`src/rtl/adh_pkg.sv`:
```
package adh_pkg;

    typedef enum logic [1:0] {
        ST_RUN  = 2'd0,
        ST_PASS = 2'd1,
        ST_FAIL = 2'd2
    } adh_state_e;

endpackage

```
`src/rtl/adh_sweep.sv`:
```
module adh_sweep #(
    parameter int OPW = 16
) (
    input  logic               clk,
    input  logic               rst,
    input  logic               run,
    input  logic               reload,
    input  logic [2*OPW-1:0]   reload_val,
    output logic [2*OPW-1:0]   cnt,
    output logic               issue
);
    localparam int CW = 2 * OPW;
    localparam logic [CW-1:0] CMAX = '1;

    typedef struct packed {
        logic [CW-1:0] cnt;
        logic          last;
    } sweep_t;

    sweep_t sw_q, sw_d;

    always_comb begin
        sw_d  = sw_q;
        issue = run && !reload && !sw_q.last;
        if (reload) begin
            sw_d.cnt = reload_val;
        end else if (issue) begin
            if (sw_q.cnt == CMAX) begin
                sw_d.last = 1'b1;
            end else begin
                sw_d.cnt = sw_q.cnt + 1'b1;
            end
        end
    end

    always_ff @(posedge clk) begin
        if (rst) begin
            sw_q <= '0;
        end else begin
            sw_q <= sw_d;
        end
    end

    assign cnt = sw_q.cnt;

    AST_STEP_ONE: assert property (@(posedge clk) disable iff (rst)
        (issue && sw_q.cnt != CMAX) |=> (sw_q.cnt == $past(sw_q.cnt) + 1'b1));

    AST_HOLD_STOPPED: assert property (@(posedge clk) disable iff (rst)
        (!run && !reload) |=> $stable(sw_q.cnt));

endmodule

```
`src/rtl/adh_check.sv`:
```
module adh_check #(
    parameter int OPW = 16
) (
    input  logic           clk,
    input  logic           rst,
    input  logic           cap_en,
    input  logic [OPW-1:0] cap_a,
    input  logic [OPW-1:0] cap_b,
    input  logic [OPW-1:0] cap_sum,
    input  logic           cap_carry,
    output logic           mismatch,
    output logic           pass_last,
    output logic [OPW-1:0] chk_a,
    output logic [OPW-1:0] chk_b
);
    localparam logic [OPW-1:0] OMAX = '1;

    typedef struct packed {
        logic           valid;
        logic [OPW-1:0] a;
        logic [OPW-1:0] b;
        logic [OPW:0]   obs;
    } stage_t;

    stage_t st_q, st_d;
    logic [OPW:0] exp_sum;

    always_comb begin
        st_d       = st_q;
        st_d.valid = cap_en;
        if (cap_en) begin
            st_d.a   = cap_a;
            st_d.b   = cap_b;
            st_d.obs = {cap_carry, cap_sum};
        end
        exp_sum   = {1'b0, st_q.a} + {1'b0, st_q.b};
        mismatch  = st_q.valid && (exp_sum != st_q.obs);
        pass_last = st_q.valid && !mismatch && (st_q.a == OMAX) && (st_q.b == OMAX);
    end

    always_ff @(posedge clk) begin
        if (rst) begin
            st_q <= '0;
        end else begin
            st_q <= st_d;
        end
    end

    assign chk_a = st_q.a;
    assign chk_b = st_q.b;

    AST_CAPTURE_SUM: assert property (@(posedge clk) disable iff (rst)
        cap_en |=> (st_q.obs == $past({cap_carry, cap_sum})));

endmodule

```
`src/rtl/adh_ctrl.sv`:
```
module adh_ctrl (
    input  logic                clk,
    input  logic                rst,
    input  logic                mismatch,
    input  logic                pass_last,
    output adh_pkg::adh_state_e state
);
    import adh_pkg::*;

    adh_state_e st_q, st_d;

    always_comb begin
        st_d = st_q;
        if (st_q == ST_RUN) begin
            if (mismatch) begin
                st_d = ST_FAIL;
            end else if (pass_last) begin
                st_d = ST_PASS;
            end
        end
    end

    always_ff @(posedge clk) begin
        if (rst) begin
            st_q <= ST_RUN;
        end else begin
            st_q <= st_d;
        end
    end

    assign state = st_q;

    AST_MISMATCH_FAILS: assert property (@(posedge clk) disable iff (rst)
        (st_q == ST_RUN && mismatch) |=> (st_q == ST_FAIL));

    AST_FAIL_STICKY: assert property (@(posedge clk) disable iff (rst)
        (st_q == ST_FAIL) |=> (st_q == ST_FAIL));

    AST_PASS_STICKY: assert property (@(posedge clk) disable iff (rst)
        (st_q == ST_PASS) |=> (st_q == ST_PASS));

endmodule

```
`src/rtl/adh_top.sv`:
```
module adh_top #(
    parameter int OPW = 16
) (
    input  logic           clk,
    input  logic           rst,
    input  logic [1:0]     fm_in,
    input  logic [OPW-1:0] sum_in,
    input  logic           carry_in,
    output logic [OPW-1:0] op_a,
    output logic [OPW-1:0] op_b,
    output logic [1:0]     fm_out,
    output logic           running,
    output logic           done,
    output logic           fail
);
    import adh_pkg::*;

    localparam int CW = 2 * OPW;

    adh_state_e     state;
    logic [CW-1:0]  cnt;
    logic           issue;
    logic           mismatch;
    logic           pass_last;
    logic           reload;
    logic [OPW-1:0] chk_a;
    logic [OPW-1:0] chk_b;

    assign reload = mismatch && (state == ST_RUN);

    adh_sweep #(.OPW(OPW)) u_sweep (
        .clk        (clk),
        .rst        (rst),
        .run        (state == ST_RUN),
        .reload     (reload),
        .reload_val ({chk_a, chk_b}),
        .cnt        (cnt),
        .issue      (issue)
    );

    adh_check #(.OPW(OPW)) u_check (
        .clk       (clk),
        .rst       (rst),
        .cap_en    (issue),
        .cap_a     (op_a),
        .cap_b     (op_b),
        .cap_sum   (sum_in),
        .cap_carry (carry_in),
        .mismatch  (mismatch),
        .pass_last (pass_last),
        .chk_a     (chk_a),
        .chk_b     (chk_b)
    );

    adh_ctrl u_ctrl (
        .clk       (clk),
        .rst       (rst),
        .mismatch  (mismatch),
        .pass_last (pass_last),
        .state     (state)
    );

    assign op_a    = cnt[CW-1:OPW];
    assign op_b    = cnt[OPW-1:0];
    assign fm_out  = fm_in;
    assign running = (state == ST_RUN);
    assign done    = (state == ST_PASS);
    assign fail    = (state == ST_FAIL);

    AST_PAIR_REACHES_CHECK: assert property (@(posedge clk) disable iff (rst)
        issue |=> (chk_a == $past(op_a) && chk_b == $past(op_b)));

    AST_FAIL_SHOWS_PAIR: assert property (@(posedge clk) disable iff (rst)
        $rose(fail) |-> (op_a == $past(chk_a) && op_b == $past(chk_b)));

    AST_ONE_STATUS: assert property (@(posedge clk) disable iff (rst)
        $onehot({running, done, fail}));

endmodule

```
`config.mk`:
```
export PLATFORM = sky130hd
export DESIGN_NAME = adh_top
export DESIGN_NICKNAME = d
export VERILOG_FILES = /design/src/rtl/adh_pkg.sv /design/src/rtl/adh_sweep.sv /design/src/rtl/adh_check.sv /design/src/rtl/adh_ctrl.sv /design/src/rtl/adh_top.sv
export SDC_FILE = /design/constraint.sdc
export NUM_CORES = 1
export LEC_CHECK = 0
export BUFFER_PORTS_ARGS = -buffer_cell sky130_fd_sc_hd__buf_4
export CAP_MARGIN = 20
export CORE_UTILIZATION = 55
export CTS_CLUSTER_DIAMETER = 60
export DETAILED_ROUTE_END_ITERATION = 16
export PLACE_DENSITY = 0.75
export SETUP_SLACK_MARGIN = 0.1
export SKIP_CTS_REPAIR_TIMING = 1
export SLEW_MARGIN = 10
export SYNTH_ARGS = -nofsm -noshare
export SYNTH_HDL_FRONTEND = slang
export SYNTH_SLANG_ARGS = --single-unit
export TNS_END_PERCENT = 100
```
`constraint.sdc`:
```
create_clock -name clk -period 7.49 [get_ports clk]
set_clock_uncertainty 0.1 [all_clocks]
set_input_delay 0.749 -clock clk [delete_from_list [all_inputs] [get_ports clk]]
set_output_delay 0.749 -clock clk [all_outputs]
set_load 0.03 [all_outputs]
```
==> results.sh <==
export IMPL_end_kind="flop"
export IMPL_ys_ff_latch=85
export IMPL_clockBufferDepth=2
export IMPL_remaining_drc_errors=0
export IMPL_min_period_ps=4220
export IMPL_pwr_share_clk=0.317
export IMPL_grt_max_degree=80
export IMPL_maxCapViolCount=0
export IMPL_rsz0062_at_grt="false"
export IMPL_cpMaxStageDelayCell="a31o_4"
export IMPL_fin_nets=673
export IMPL_grt_pass1_wl_mm=23.0
export IMPL_detail_route_wl_per_cell_um=18.6
export IMPL_pwr_share_seq=0.472
export IMPL_drtIter0Drc=354
export IMPL_fp_dieArea_mm2=0.0102
export IMPL_fmax_mhz=237
export IMPL_ant_nets=0
export IMPL_dpl_instance_area_mm2=0.00553
export IMPL_wirelength_mm=14.3
export IMPL_fin_cells=768
export IMPL_grt_ovfl_total=0
export IMPL_swShare=0.340
export IMPL_worstHoldPathType="reg -> reg"
export IMPL_num_vias=4827
export IMPL_syn_to_final_growth_pct=6.43
export IMPL_antenna_found_initial=0
export IMPL_drive_gt1_frac=0.136
export IMPL_hold_viol_final=0
export IMPL_dp_cells=751
export IMPL_cts_tree="done"
export IMPL_htreeDepth=3
export IMPL_ios=58
export IMPL_setup_violations=0
export IMPL_antenna_cells=0
export IMPL_ys_warn_count=0
export IMPL_synth_nets=672
export IMPL_clk_pin_slew_ps=110
export IMPL_clock_latency_ps=370
export IMPL_initial_core_util=0.575
export IMPL_synth_cell_type_count=62
export IMPL_area_sequential_mm2=0.00170
export IMPL_status="complete, no violations"
export IMPL_synth_top_area_share=0.316
export IMPL_gp_congestion=0.917
export IMPL_p_leak_nw=2.38
export IMPL_drt_pass1_iter_count=5
export IMPL_dp_hpwl_mm=10.1
export IMPL_crit_arrival_ps=4410
export IMPL_synth_area_mm2=0.00539
export IMPL_synth_most_common_cell="dfxtp_1"
export IMPL_p_comb_frac=0.212
export IMPL_critPathMaxStageDelay_ps=670
export IMPL_worstSetupStartpointType="flop"
export IMPL_n_fill_cell=848
export IMPL_synth_area_per_cell_um2=8.52
export IMPL_yosysTopAreaCell="dfxtp_1"
export IMPL_stdcell_area_mm2=0.00574
export IMPL_cp_required_ps=7680
export IMPL_synth_edf_count=0
export IMPL_drv_slew=0
export IMPL_ys_seq_area_frac=0.316
export IMPL_worst_slew_pin_slew_ps=1060
export IMPL_p_sw_mw=0.352
export IMPL_p_int_mw=0.682
export IMPL_grt_pass1_vias=4610
export IMPL_viasPerCell=6.29
export IMPL_finalCritPeriodShare=0.564
export IMPL_max_slew_margin_rel=0.291
export IMPL_worstPathCellList="ha_1 -> fa_1 -> a211oi_2 -> o211ai_2 -> a211oi_1 -> o21ai_0 -> a2111oi_0 -> and4_1 -> a31o_4 -> nand2_1 -> o32ai_1"
export IMPL_synthFlopType="dfxtp_1"
export IMPL_die_w_um=101
export IMPL_p_per_area_mw_per_mm2=180
export IMPL_synthCells=633
export IMPL_numCtsBuffers=9
export IMPL_multi_input_area_mm2=0.00321
export IMPL_setup_tns_ps=0
export IMPL_numPortBuffers=53
export IMPL_cp_max_fo=41
export IMPL_fp_coreArea_mm2=0.00937
export IMPL_clock_sinks=85
export IMPL_synthArstFlopShare=0
export IMPL_die_h_um=101
export IMPL_globalRouteTotalUtil=0.288
export IMPL_cts_root_buf="clkbuf_8"
export IMPL_ir_drop_v=0.000128
export IMPL_synthTopCellsByCount="dfxtp_1 (85), nor2_1 (73), mux2i_1 (62)"
export IMPL_synth_area_leaders="dfxtp_1 (32%), mux2i_1 (12%), buf_4 (5.6%), nor2_1 (5.1%), ha_1 (3.9%)"
export IMPL_crit_type="reg -> reg"
export IMPL_rows=35
## through the flow
stage	power, mW	hold slack, ps	setup WS [ps]	utilization
after detailed placement	0.711	373	3230	0.590
after CTS	1.03	403	3220	0.611
final	1.03	403	3270	0.612
after global placement	0.707	346	3350	0.590
after floorplan	0.676	334	4300	-
after global routing	1.07	431	2970	0.612
## routing by layer
| metal | track usage | routed length (um) | vias up |
|---|---|---|---|
| met5 | 0 | 0 | - |
| li1 | - | - | 2292 |
| met1 | 0.375 | 6460 | 2305 |
| met3 | 0.0374 | 776 | 38 |
| met4 | 0.126 | 407 | 0 |
| met2 | 0.477 | 6630 | 192 |
## worst max-delay path: cells and delay by family (launching register included)
kind | cells | cell delay, ps
fa+ha+maj | 2 | 690
compound gates | 7 | 2170
simple gates | 2 | 830
flops | 1 | 360
## cell type report
| cell class | count | area share |
|---|---|---|
| tap | 129 | 0.0281 |
| clock inverter | 7 | 0.0118 |
| timing repair buffer | 57 | 0.0759 |
| inverter | 11 | 0.00720 |
| sequential | 85 | 0.297 |
| multi-input combinational | 470 | 0.559 |
| clock buffer | 9 | 0.0216 |
## kinds of logic after synthesis
kind of cell	Yosys count	synth area share
AOI/OAI and AO/OA	140	0.189
xor gates and xnor gates	23	0.0374
adders and majority gates	18	0.0432
buffers and inverters	78	0.0922
DFF	85	0.316
muxes	62	0.115
and+or+nand+nor	227	0.207
## cell usage in the layout, fill, tap and decap left out, types with 7 or more instances in the layout
cell,instances
o32ai_1,7
o21ai_1,7
and2_1,8
xnor2_1,17
buf_4,56
nand3_1,20
nor2b_1,16
nand4_1,17
o22ai_1,8
a32oi_1,14
o21ai_0,17
a21oi_1,20
o21a_1,9
nor2_1,73
mux2i_1,62
dfxtp_1,85
nand2_1,39
inv_1,11
ha_1,17
nand2b_1,7
nor3_1,16
nor4_1,8
clkbuf_8,9
## power groups by stage
stage	registers [mW]	clock network [mW]	logic, mW
finish	0.488	0.327	0.219
global route	0.491	0.349	0.233
global placement	0.497	0	0.210
detailed placement	0.498	0	0.214
CTS	0.488	0.330	0.215
floorplan	0.491	0	0.184
## sequential cells by signal, indices dropped and copies added (netlist names)
register       cells
u_sweep.sw_q       1
u_check.chk_b     16
u_sweep.cnt       32
u_check.chk_a     16
u_ctrl.state       2
u_check.st_q      18
## path summary, 6_finish.rpt
path | slack, ps | startpoint | to | cells past startpoint
worst max-delay path | 3270 | u_check.chk_a[0] | u_sweep.cnt[2] | 11
worst max register to register | 3270 | u_check.chk_a[0] | u_sweep.cnt[2] | 11
worst min register to register | 400 | u_sweep.sw_q[0] | u_sweep.sw_q[0] | 1
worst min-delay path | 400 | u_sweep.sw_q[0] | u_sweep.sw_q[0] | 1
(Power assumes the default switching activity.)
